File: src/rtl/cmpwm_pkg.sv
package cmpwm_pkg;
    // Latch action selected each clock
    typedef enum logic [1:0] {
        LA_HOLD  = 2'd0,
        LA_SET   = 2'd1,
        LA_CLEAR = 2'd2
    } latch_act_e;

    localparam int unsigned SYNC_DEPTH = 2;
endpackage

File: src/rtl/cmpwm_sync.sv
module cmpwm_sync #(
    parameter int unsigned STAGES = 2,
    parameter bit          FALL   = 1'b0
) (
    input  logic clk,
    input  logic rst_n,
    input  logic d_i,
    output logic sync_o,
    output logic edge_o
);
    logic [STAGES:0] sh_d, sh_q;

    always_comb begin
        sh_d = {sh_q[STAGES-1:0], d_i};
    end

    always_ff @(posedge clk) begin
        if (!rst_n) sh_q <= '0;
        else        sh_q <= sh_d;
    end

    assign sync_o = sh_q[STAGES-1];

    generate
        if (FALL) begin : g_fall
            assign edge_o = ~sh_q[STAGES-1] & sh_q[STAGES];
        end else begin : g_rise
            assign edge_o = sh_q[STAGES-1] & ~sh_q[STAGES];
        end
    endgenerate

    AST_EDGE_SINGLE: assert property (@(posedge clk) disable iff (!rst_n)
        edge_o |=> !edge_o);
endmodule

File: src/rtl/cmpwm_err.sv
module cmpwm_err #(
    parameter int unsigned DW = 8
) (
    input  logic          clk,
    input  logic          rst_n,
    input  logic          sp_we_i,
    input  logic [DW-1:0] sp_data_i,
    input  logic          adc_valid_i,
    input  logic [DW-1:0] adc_data_i,
    output logic [DW-1:0] err_o
);
    typedef struct packed {
        logic [DW-1:0] sp;
        logic [DW-1:0] smp;
    } err_st_t;

    err_st_t st_d, st_q;

    always_comb begin
        st_d = st_q;
        if (sp_we_i)     st_d.sp  = sp_data_i;
        if (adc_valid_i) st_d.smp = adc_data_i;
        err_o = (st_q.sp > st_q.smp) ? (st_q.sp - st_q.smp) : '0;
    end

    always_ff @(posedge clk) begin
        if (!rst_n) st_q <= '0;
        else        st_q <= st_d;
    end

    AST_ERR_FLOOR: assert property (@(posedge clk) disable iff (!rst_n)
        (adc_valid_i && sp_we_i && adc_data_i >= sp_data_i) |=> (err_o == '0));
endmodule

File: src/rtl/cmpwm_ramp.sv
module cmpwm_ramp #(
    parameter int unsigned DW = 8,
    parameter int unsigned PW = 8
) (
    input  logic          clk,
    input  logic          rst_n,
    input  logic          slope_we_i,
    input  logic [PW-1:0] slope_data_i,
    input  logic          load_i,
    input  logic [DW-1:0] err_i,
    output logic [DW-1:0] dac_data_o,
    output logic          dac_strobe_o
);
    typedef struct packed {
        logic [PW-1:0] slope;
        logic [PW-1:0] pre;
        logic [DW-1:0] ctr;
        logic          stb;
    } ramp_st_t;

    ramp_st_t st_d, st_q;
    logic     tick;

    always_comb begin
        st_d     = st_q;
        st_d.stb = 1'b0;
        tick     = (st_q.pre == st_q.slope);
        if (load_i) begin
            st_d.ctr = err_i;
            st_d.pre = '0;
            st_d.stb = 1'b1;
        end else if (tick) begin
            st_d.pre = '0;
            if (st_q.ctr != '0) begin
                st_d.ctr = st_q.ctr - 1'b1;
                st_d.stb = 1'b1;
            end
        end else begin
            st_d.pre = st_q.pre + 1'b1;
        end
        if (slope_we_i) st_d.slope = slope_data_i;
    end

    always_ff @(posedge clk) begin
        if (!rst_n) st_q <= '0;
        else        st_q <= st_d;
    end

    assign dac_data_o   = st_q.ctr;
    assign dac_strobe_o = st_q.stb;

    AST_LOAD_ERR: assert property (@(posedge clk) disable iff (!rst_n)
        load_i |=> (dac_data_o == $past(err_i)));
    AST_HOLD_ZERO: assert property (@(posedge clk) disable iff (!rst_n)
        (!load_i && dac_data_o == '0) |=> (dac_data_o == '0));
    AST_STEP_ONE: assert property (@(posedge clk) disable iff (!rst_n)
        !load_i |=> (dac_data_o == $past(dac_data_o) || dac_data_o == $past(dac_data_o) - 1'b1));
    AST_STROBE_ON_CHANGE: assert property (@(posedge clk) disable iff (!rst_n)
        (dac_data_o != $past(dac_data_o)) |-> dac_strobe_o);
endmodule

File: src/rtl/cmpwm_core.sv
module cmpwm_core #(
    parameter int unsigned DW = 8,
    parameter int unsigned PW = 8,
    parameter int unsigned CW = 10
) (
    input  logic          clk,
    input  logic          rst_n,
    input  logic          cyc_clk_i,
    input  logic          cmp_i,
    input  logic          sp_we_i,
    input  logic [DW-1:0] sp_data_i,
    input  logic          adc_valid_i,
    input  logic [DW-1:0] adc_data_i,
    input  logic          slope_we_i,
    input  logic [PW-1:0] slope_data_i,
    output logic          gate_o,
    output logic [DW-1:0] dac_data_o,
    output logic          dac_strobe_o
);
    import cmpwm_pkg::*;

    localparam logic [CW-1:0] CNT_MAX = '1;

    typedef struct packed {
        logic          gate;
        logic          seen;
        logic [CW-1:0] cnt;
        logic [CW-1:0] per;
    } core_st_t;

    core_st_t      st_d, st_q;
    latch_act_e    act;
    logic          cyc_rise, cyc_lvl;
    logic          cmp_lvl, cmp_fall;
    logic          cmp_low, duty_hit;
    logic [DW-1:0] err;

    cmpwm_sync #(.STAGES(SYNC_DEPTH), .FALL(1'b0)) u_cyc_sync (
        .clk(clk), .rst_n(rst_n), .d_i(cyc_clk_i), .sync_o(cyc_lvl), .edge_o(cyc_rise));

    cmpwm_sync #(.STAGES(SYNC_DEPTH), .FALL(1'b1)) u_cmp_sync (
        .clk(clk), .rst_n(rst_n), .d_i(cmp_i), .sync_o(cmp_lvl), .edge_o(cmp_fall));

    cmpwm_err #(.DW(DW)) u_err (
        .clk(clk), .rst_n(rst_n), .sp_we_i(sp_we_i), .sp_data_i(sp_data_i),
        .adc_valid_i(adc_valid_i), .adc_data_i(adc_data_i), .err_o(err));

    cmpwm_ramp #(.DW(DW), .PW(PW)) u_ramp (
        .clk(clk), .rst_n(rst_n), .slope_we_i(slope_we_i), .slope_data_i(slope_data_i),
        .load_i(cyc_rise), .err_i(err), .dac_data_o(dac_data_o), .dac_strobe_o(dac_strobe_o));

    always_comb begin
        st_d     = st_q;
        cmp_low  = ~cmp_lvl;
        duty_hit = (st_q.per >= CW'(2)) && (st_q.cnt == st_q.per - CW'(2));

        if (cmp_low || duty_hit) act = LA_CLEAR;
        else if (cyc_rise)       act = LA_SET;
        else                     act = LA_HOLD;

        case (act)
            LA_SET:   st_d.gate = 1'b1;
            LA_CLEAR: st_d.gate = 1'b0;
            default:  st_d.gate = st_q.gate;
        endcase

        if (cyc_rise) begin
            if (st_q.seen) st_d.per = (st_q.cnt == CNT_MAX) ? st_q.cnt : st_q.cnt + 1'b1;
            st_d.seen = 1'b1;
            st_d.cnt  = '0;
        end else if (st_q.cnt != CNT_MAX) begin
            st_d.cnt = st_q.cnt + 1'b1;
        end
    end

    always_ff @(posedge clk) begin
        if (!rst_n) st_q <= '0;
        else        st_q <= st_d;
    end

    assign gate_o = st_q.gate;

    AST_CMP_CLEARS: assert property (@(posedge clk) disable iff (!rst_n)
        cmp_fall |=> !gate_o);
    AST_RESET_WINS: assert property (@(posedge clk) disable iff (!rst_n)
        (cyc_rise && cmp_low) |=> !gate_o);
    AST_DUTY_LIMIT: assert property (@(posedge clk) disable iff (!rst_n)
        duty_hit |=> !gate_o);
    AST_SET_ON_EDGE: assert property (@(posedge clk) disable iff (!rst_n)
        $rose(gate_o) |-> ($past(cyc_rise) && $past(cyc_lvl)));
endmodule

File: config.mk
export PLATFORM = sky130hd
export DESIGN_NAME = cmpwm_core
export DESIGN_NICKNAME = d
export VERILOG_FILES = /design/src/rtl/cmpwm_pkg.sv /design/src/rtl/cmpwm_sync.sv /design/src/rtl/cmpwm_err.sv /design/src/rtl/cmpwm_ramp.sv /design/src/rtl/cmpwm_core.sv
export SDC_FILE = /design/constraint.sdc
export NUM_CORES = 1
export LEC_CHECK = 0
export ABC_AREA = 1
export BUFFER_PORTS_ARGS = -buffer_cell sky130_fd_sc_hd__buf_4
export CAP_MARGIN = 20
export CORE_MARGIN = 2
export CORE_UTILIZATION = 53
export CTS_CLUSTER_SIZE = 25
export DETAILED_ROUTE_END_ITERATION = 10
export GPL_TIMING_DRIVEN = 0
export PLACE_DENSITY = 0.76
export SLEW_MARGIN = 20
export SYNTH_ARGS = -nofsm -noshare
export SYNTH_HDL_FRONTEND = slang
export SYNTH_HIERARCHICAL = 1
export SYNTH_SLANG_ARGS = --single-unit
File: constraint.sdc
create_clock -name clk -period 1.8 [get_ports clk]
set_clock_uncertainty 0.1 [all_clocks]
set_input_delay 0.36 -clock clk [delete_from_list [all_inputs] [get_ports clk]]
set_output_delay 0.36 -clock clk [all_outputs]
set_load 0.02 [all_outputs]
==> reports/summary.txt, run 1 <==
Outcome -> finished, violations left
Failing checks -> negative setup slack
Post-DP HPWL -> 6170 um
Sink Count -> 68
Post-route ant nets -> 0
Avg Cell Area, Syn -> 6.71 um2
Worst Hold Class -> in2reg
Overall routing resource usage -> 21.9%
Slew @ Worst Pin -> 0.481 ns
Largest net degree at the start of global routing -> 20
DRT Wirelength -> 8280 um
I/O Buffers -> 40
Max-slew violations -> 0
Worst EP arrival -> 2.01 ns
Initial DRC Count -> 149
First-pass GRT wire length -> 13600 um
Maximum VDD drop -> 0.483 mV
Worst Path Class, Setup -> reg2reg
Final hold vios -> 0
Final period utilization -> 104%
YS warnings -> 6
DR pass1 iterations -> 5
Final WS setup -> -0.0644 ns
Final setup TNS -> -0.235 ns
Max clock buf depth -> 2
Worst-Skew Late Latency -> 0.34 ns
DIE HEIGHT -> 89.1 um
Setup crit end kind -> flop
Final setup viols -> 6
WL/cell -> 11.4 um
Drt drc -> 0
RSZ-0062 raised after global routing -> true
GPL Wtd Cong -> 0.865
Core ar. -> 7140 um2
Initial antenna violation count -> 0
Vias -> 3577
Pwr dens -> 854 nW/um2
Global route overflow -> 0
Layout cells sized above 1 -> 19.4%
DR vias/cell -> 4.91
Die width -> 89.1 um
CTS root buf -> clkbuf_8
Worst-path clk slew -> 0.08 ns
Layout area overhead -> 19.7%
Post-layout nets -> 669
Startpoint Class -> flop
Worst Path Max Fanout -> 7
Vias in the first global route -> 3206
Cell count after synthesis -> 571
CTS tree -> done
Syn nets -> 616
Rel. slew slack -> 67.9%
Max-cap violations -> 0
Pleak -> 2.29 nW
Die area -> 7930 um2
Final min period -> 1.86 ns
Fmax -> 0.536 GHz
Overall Power -> 3.92 mW
Initial Util -> 53.7%
CTS H-tree lvls -> 3
Mapped Area -> 3830 um2
Design Area, Final -> 4590 um2
Critical Path RT -> 1.94 ns
Row cnt -> 31
Area after DPL -> 4260 um2
# diodes -> 0
Total CTS buffers -> 9
IO Count -> 41
==> placed cells by master, fill, tap and decap left out, types with 5 or more instances in the layout <==
cell and count:
clkbuf_8 10, nand3_1 26, inv_2 5, nand4_1 6
ha_1 7, nor2_2 6, xor2_1 9, nand2_1 135
inv_1 80, nor2_4 5, xnor2_1 7, nand2_2 10
a21oi_1 28, nor2_1 85, o21ai_1 8, o21ai_0 35
dfxtp_1 65, buf_4 50
==> stage by stage <==
stage	hold WS, ns	std cells	util [%]	setup WS, ns
final	0.100	728	64.3	-0.0644
after global routing	0.100	728	64.3	-0.162
after CTS	0.0871	727	63.3	-0.0700
after detailed placement	0.301	710	59.7	-0.136
after global placement	0.293	710	59.7	-0.105
after floorplan	0.290	571	-	0.0335
==> critical path, stage by stage (launching register included) <==
cell and delay (ns):
dfxtp_2 0.32, inv_2 0.07, ha_4 0.12, inv_2 0.04
fa_2 0.34, nand2_2 0.09, nand2_2 0.07, nand3_2 0.07
nand2_2 0.07, nand2_4 0.12, nor2_2 0.05, o21ai_1 0.14
a21oi_1 0.06, nand2_1 0.06, nand2_1 0.05
==> state kept, by name, indices dropped and copies added (netlist names) <==
signal               cells
u_cmp_sync/sh_q          2
u_ramp/dac_strobe_o      1
u_cyc_sync/sh_q          3
gate_o                   1
u_ramp/dac_data_o        8
st_q                    21
u_ramp/st_q             16
u_err/st_q              16
==> repair_timing <==
item / in CTS / in global routing
setup buffers: 1 / 1
hold buffers: 0 / 0
pin swaps: 15 / 8
setup endpoints to repair: 8 / 13
resized for setup: 14 / 15
==> path summary, 6_finish.rpt <==
kind / startpoint / endpoint / slack, ns / cells after the start
setup / recovery: u_err/st_q[8] / u_ramp/dac_data_o[7] / -0.06 / 14
hold / removal: cyc_clk_i / u_cyc_sync/sh_q[0] / 0.10 / 3
setup reg to reg: u_err/st_q[8] / u_ramp/dac_data_o[7] / -0.06 / 14
hold reg to reg: u_cmp_sync/sh_q[0] / u_cmp_sync/sh_q[1] / 0.32 / 2
==> layer usage <==
layer	global-route usage, %	share of wire, %	up-vias
li1	-	-	1881
met1	27.0	45	1615
met2	37.4	50	65
met3	4.99	4.2	16
met4	8.28	1.5	0
met5	0	0	-
==> final cells by class <==
class                   count  area, um2
clock inverters             6       86.3
multi-input cells         400       2130
flip-flops and latches     68       1370
well taps                  99        124
repair buffers             42        315
plain buffers              15       91.3
clock buffers              10        138
fillers                   671       2550
inverters                  88        335
==> where the power goes <==
group | internal [mW] | switching, mW | leakage [nW]
clock network | 0.817 | 0.590 | 0.113
registers | 1.58 | 0.0615 | 0.559
logic | 0.363 | 0.502 | 1.62
total | 2.76 | 1.15 | 2.29
Note: power is estimated with default switching activity, not from simulation.
==> run 2: changes to the inputs <==
CORE_UTILIZATION = 59   (was 53)
PLACE_DENSITY = 0.8   (was 0.76)
clock period = 2.1 ns   (was 1.8 ns; I/O delays follow)
==> reports/summary.txt, run 2 (synthesized netlist as in run 1, its figures left out) <==
Worst EP arrival -> 2.10 ns (+0.09 ns)
Fillers -> 561 (-16%)
Placed Cells -> 688 (-3.1%)
DIE HEIGHT -> 84.6 um (-5.0%)
I/O Buffers -> 40 (unchanged)
Hold slack -> 0.175 ns (+0.0744 ns)
Most common cell after layout, fill and taps aside -> nand2_1
CTS tree -> done
Initial DRC Count -> 165 (+11%)
Layout cells sized above 1 -> 16.0% (-3.4 points)
Worst slack, placed -> 0.0491 ns (+0.186 ns)
Worst Hold Class -> in2reg
Final period utilization -> 92.9% (-11 points)
Final hold vios -> 0 (unchanged)
Most frequent cells in the layout -> nand2_1 (137), nor2_1 (89), inv_1 (83), dfxtp_1 (68), buf_4 (48)
Vias in the first global route -> 3338 (+4.1%)
Max clock buf depth -> 2 (unchanged)
Largest regs -> st_q (21), u_err/st_q (16), u_ramp/st_q (16)
Worst-path clk slew -> 0.07 ns (about the same)
DRT Wirelength -> 8030 um (-3.1%)
Drt drc -> 0 (unchanged)
DR vias/cell -> 5.08 (+3.3%)
Rel. slew slack -> 69.4% (+1.4 points)
DR pass1 iterations -> 4 (-1)
Post-route ant nets -> 0 (unchanged)
Post-DP HPWL -> 6030 um (-2.2%)
Startpoint Class -> flop
Overall routing resource usage -> 23.8% (+1.9 points)
Global route overflow -> 0 (unchanged)
Final setup viols -> 0 (-6)
Final min period -> 1.95 ns (+0.0871 ns)
Total CTS buffers -> 9 (unchanged)
Die area -> 7160 um2 (-9.7%)
Final Util -> 70.3% (+6.0 points)
Die width -> 84.6 um (-5.0%)
Initial antenna violation count -> 0 (unchanged)
Post-layout nets -> 667 (-0.30%)
Maximum VDD drop -> 0.482 mV (-0.12%)
GPL Wtd Cong -> 0.889 (+2.8%)
Pwr dens -> 713 nW/um2 (-16%)
Final std cells w/o fill -> 703 (-3.4%)
Worst Path Max Fanout -> 7 (unchanged)
Slew @ Worst Pin -> 0.459 ns (-0.0214 ns)
Pleak -> 2.26 nW (-1.3%)
Max-cap violations -> 0 (unchanged)
First-pass GRT wire length -> 13900 um (+2.4%)
Initial Util -> 60.7% (+7.0 points)
Layout area overhead -> 15.7%
Largest net degree at the start of global routing -> 20 (unchanged)
FF-to-FF setup slack -> 0.15 ns (+0.21 ns)
Core ar. -> 6310 um2 (-12%)
# diodes -> 0 (unchanged)
Most flop-heavy register -> st_q
Setup crit end kind -> flop
Outcome -> complete, no violations
Sink Count -> 68 (unchanged)
CTS H-tree lvls -> 3 (unchanged)
Critical Path RT -> 2.24 ns (+0.30 ns)
Design Area, Final -> 4440 um2 (-3.3%)
Final WS setup -> 0.148 ns (+0.213 ns)
WL/cell -> 11.4 um (+0.37%)
Vias -> 3569 (-0.22%)
Max-slew violations -> 0 (unchanged)
Largest register FFs -> 21 (unchanged)
Worst-Skew Late Latency -> 0.34 ns (about the same)
IO Count -> 41 (unchanged)
Fmax -> 0.512 GHz (-4.5%)
Area after DPL -> 4230 um2 (-0.70%)
Row cnt -> 29 (-6.5%)
CTS root buf -> clkbuf_8
Worst Path Class, Setup -> reg2reg
==> run 2: cell types whose count changed in the layout (fill, tap and decap cells not counted), moves of 4 or more <==
| cell | previous run | this run |
|---|---|---|
| ha_4 | 4 | 0 |
| nor2_1 | 85 | 89 |
| o21ai_0 | 35 | 40 |
| o21ai_1 | 8 | 4 |
| ha_1 | 7 | 12 |
==> run 2: area by class of cell <==
cell class	count	area (um2)	area share, %
inverter	88	335	7.56
multi-input combinational	400	2060	46.4
timing repair buffer	40	300	6.77
clock buffer	11	141	3.19
clock inverter	4	50.0	1.13
sequential	68	1360	30.7
tap	77	96.3	2.17
buffer	15	91.3	2.06
==> run 2: through the flow <==
stage                     setup TNS [ns]  total power [mW]
after floorplan                        0              1.93
after global placement                 0              2.09
after detailed placement               0              2.11
after CTS                              0              3.17
after global routing             -0.0231              3.35
final                                  0              3.16
==> run 2: where the power goes <==
group / internal [mW] / switching, mW
logic: 0.284 / 0.412
registers: 1.36 / 0.0507
clock network: 0.572 / 0.488
==> run 2: repair_timing <==
action                                  4_1_cts  5_1_grt
hold buffers                                  0        0
endpoints found under the setup margin        0        5
gates resized for setup                       0        6
buffers inserted                              0        0
==> run 2: routing by layer <==
| layer | wire length, um | share of wire (%) | vias to the layer above | GRT usage [%] |
|---|---|---|---|---|
| li1 | - | - | 1875 | - |
| met5 | 0 | 0 | - | 0 |
| met3 | 368 | 4.6 | 16 | 5.01 |
| met2 | 4050 | 50 | 81 | 41.7 |
| met4 | 165 | 2.1 | 0 | 9.24 |
| met1 | 3450 | 43 | 1597 | 28.5 |
==> run 2: worst max-delay path: stages (launching register included) <==
cell and delay [ns]:
dfxtp_1 0.31, inv_1 0.07, ha_1 0.14, inv_1 0.06
fa_2 0.35, nand2_2 0.09, nand2_2 0.07, nand3_2 0.08
nand2_2 0.08, nand2_4 0.11, nor2_1 0.05, nand2_1 0.05
o21ai_0 0.10, nor2_1 0.13, nor2_1 0.05
==> run 2: worst paths after layout <==
path	startpoint	endpoint	cells after the start
setup / recovery	u_err/st_q[8]	u_ramp/dac_data_o[1]	14
hold / removal	cmp_i	u_cmp_sync/sh_q[0]	3
setup reg to reg	u_err/st_q[8]	u_ramp/dac_data_o[1]	14
hold reg to reg	u_cyc_sync/sh_q[1]	u_cyc_sync/sh_q[2]	2
==> run 3: changes to the inputs <==
CORE_UTILIZATION = 60   (was 59)
CTS_BUF_LIST = sky130_fd_sc_hd__clkbuf_4   (was unset)
PLACE_DENSITY = 0.81   (was 0.8)
==> reports/summary.txt, run 3 (synthesized netlist as in run 1, its figures left out) <==
Post-route ant nets -> 0 (unchanged)
Worst r2r dst -> u_ramp/dac_data_o[3]
RSZ-0062 raised after global routing -> false
Initial DRC Count -> 157 (-4.8%)
Largest net degree at the start of global routing -> 20 (unchanged)
Max-slew violations -> 0 (unchanged)
WP buf/inv -> 2 (unchanged)
Worst Hold End -> u_cyc_sync/sh_q[0]
Post-CTS Resized -> 0 (unchanged)
Largest register FFs -> 21 (unchanged)
Overall routing resource usage -> 24.5% (+0.72 points)
Final period utilization -> 91.4% (-1.6 points)
DIE HEIGHT -> 83.9 um (-0.80%)
Initial antenna violation count -> 0 (unchanged)
Most flop-heavy register -> st_q
Final setup viols -> 0 (unchanged)
Rel. slew slack -> 67.0% (-2.4 points)
Vias -> 3560 (-0.25%)
Slew @ Worst Pin -> 0.495 ns (+0.0358 ns)
Final Util -> 70.4% (+0.11 points)
Switching share of power -> 28.6% (-1.4 points)
Reg2Reg Depth -> 14 (unchanged)
FF-to-FF setup slack -> 0.18 ns (+0.03 ns)
First-pass GRT wire length -> 14200 um (+1.7%)
DRT Wirelength -> 7950 um (-0.96%)
# diodes -> 0 (unchanged)
Overall Power -> 3.17 mW (+0.32%)
Pwr dens -> 719 nW/um2 (+0.74%)
CTS H-tree lvls -> 3 (unchanged)
Most common cell after layout, fill and taps aside -> nand2_1
DR vias/cell -> 5.06 (-0.39%)
Seq pwr share -> 44.3% (-0.2 points)
Cell Int Power -> 2.27 mW (+2.3%)
Core ar. -> 6280 um2 (-0.57%)
Hold Startpoint -> cyc_clk_i
Setup crit end kind -> flop
Max-cap violations -> 0 (unchanged)
Total CTS buffers -> 9 (unchanged)
Row cnt -> 29 (unchanged)
Most frequent cells in the layout -> nand2_1 (137), nor2_1 (89), inv_1 (83), dfxtp_1 (68), buf_4 (48)
Post-DP HPWL -> 5970 um (-1.1%)
Vias in the first global route -> 3366 (+0.84%)
Worst-path clk slew -> 0.12 ns (+0.05 ns)
Largest regs -> st_q (21), u_err/st_q (16), u_ramp/st_q (16)
CTS root buf -> clkbuf_4
Post-layout nets -> 667 (unchanged)
Fmax -> 0.521 GHz (+1.7%)
Worst EP arrival -> 2.13 ns (+0.03 ns)
# hold bufs at CTS -> 0 (unchanged)
Max clock buf depth -> 2 (unchanged)
Initial Util -> 61.1% (+0.35 points)
Global route overflow -> 0 (unchanged)
Final min period -> 1.92 ns (-0.0329 ns)
Layout cells sized above 1 -> 15.9% (-0.025 points)
Post-CTS setup buffer count -> 0 (unchanged)
Reg2reg start -> u_err/st_q[8]
Die area -> 7050 um2 (-1.6%)
Worst Hold Class -> in2reg
Sink Count -> 68 (unchanged)
Worst Path Max Fanout -> 7 (unchanged)
Comb power frac -> 21.8% (-0.2 points)
Worst-Skew Late Latency -> 0.40 ns (+0.06 ns)
Final hold vios -> 0 (unchanged)
Delay-heaviest family, CP -> simple AND/OR/NAND/NOR gates
Pleak -> 2.27 nW (+0.41%)
Critical Path RT -> 2.31 ns (+0.07 ns)
Psw -> 0.909 mW (-4.4%)
Drt drc -> 0 (unchanged)
Worst Path Class, Setup -> reg2reg
Peak per-stage delay on the critical path -> 0.36 ns (about the same)
Top cell by count, worst path -> nand2_2
Clock power frac -> 33.9% (+0.4 points)
WL/cell -> 11.3 um (-1.1%)
Hold path depth -> 3 (unchanged)
Maximum VDD drop -> 0.499 mV (+3.5%)
DR pass1 iterations -> 5 (+1)
IO Count -> 41 (unchanged)
Startpoint Class -> flop
I/O Buffers -> 40 (unchanged)
Fillers -> 541 (-3.6%)
CP Cell Sequence -> inv_1 > ha_1 > inv_1 > fa_2 > nand2_2 > nand2_2 > nand3_2 > nand2_2 > nand2_4 > nor2_1 > o21ai_0 > nand2_1 > nand2_1 > nor2_1
Final setup TNS -> 0 ns (unchanged)
Outcome -> complete, no violations
Layout area overhead -> 15.2%
CTS tree -> done
Worst-path cell with the longest stage delay -> fa_2
Die width -> 83.9 um (-0.80%)
GPL Wtd Cong -> 0.945 (+6.3%)
## run 3: cell count changes in the layout (fill, tap and decap cells not counted), sizes merged
cell	before	now
clkinvlp	2	0
clkinv	4	5
bufinv	1	3
## run 3: how the worst max path moves through the flow
stage	start	to	slack [ns]	depth (start not counted)
6_report	u_err/st_q[8]	u_ramp/dac_data_o[3]	0.18	14
5_1_grt	u_err/st_q[2]	u_ramp/dac_data_o[5]	0.006	13
4_1_cts	u_err/st_q[8]	u_ramp/dac_data_o[7]	0.12	14
3_5_place_dp	u_err/st_q[8]	u_ramp/dac_data_o[7]	0.10	14
3_3_place_gp	u_err/st_q[8]	u_ramp/dac_data_o[7]	0.11	14
2_1_floorplan	u_err/st_q[8]	u_ramp/dac_data_o[7]	0.28	14
## run 3: tightest hold or removal path, delay by kind of cell
family,cells,cell delay [ns]
buffers and inverters,2,0.12
and+or+nand+nor,1,0.04
## run 3: power by group through the flow
stage / Combinational [mW] / Clock [mW] / Sequential (mW)
2_1_floorplan: 0.510 / 0 / 1.42
4_1_cts: 0.687 / 1.10 / 1.41
3_5_place_dp: 0.677 / 0 / 1.44
6_report: 0.693 / 1.07 / 1.41
5_1_grt: 0.789 / 1.17 / 1.42
3_3_place_gp: 0.658 / 0 / 1.43
## run 3: final cells by class
cell class | count | area (um2) | share of cell area [%]
buffer | 15 | 91.3 | 2.07
clock buffer | 11 | 82.6 | 1.87
clock inverter | 5 | 100 | 2.27
inverter | 88 | 335 | 7.59
multi-input combinational | 400 | 2050 | 46.4
sequential | 68 | 1360 | 30.8
tap | 77 | 96.3 | 2.18
timing repair buffer | 40 | 300 | 6.80
## run 3: layer usage
metal  track usage, %  up-vias  routed length, um
met5                0        -                  0
li1                 -     1883                  -
met4             7.77        0                 76
met1             29.5     1597               3550
met2             43.6       71               3980
met3             5.14        9                351
## run 3: stage by stage
stage | cells | setup WS, ns | hold WS, ns | cell area, um2
5_1_grt | 704 | 0.00621 | 0.0731 | 4420
3_5_place_dp | 688 | 0.104 | 0.308 | 4230
2_1_floorplan | 571 | 0.277 | 0.290 | 3830
3_3_place_gp | 688 | 0.107 | 0.292 | 4230
6_report | 704 | 0.181 | 0.0965 | 4420
4_1_cts | 704 | 0.120 | 0.0712 | 4410
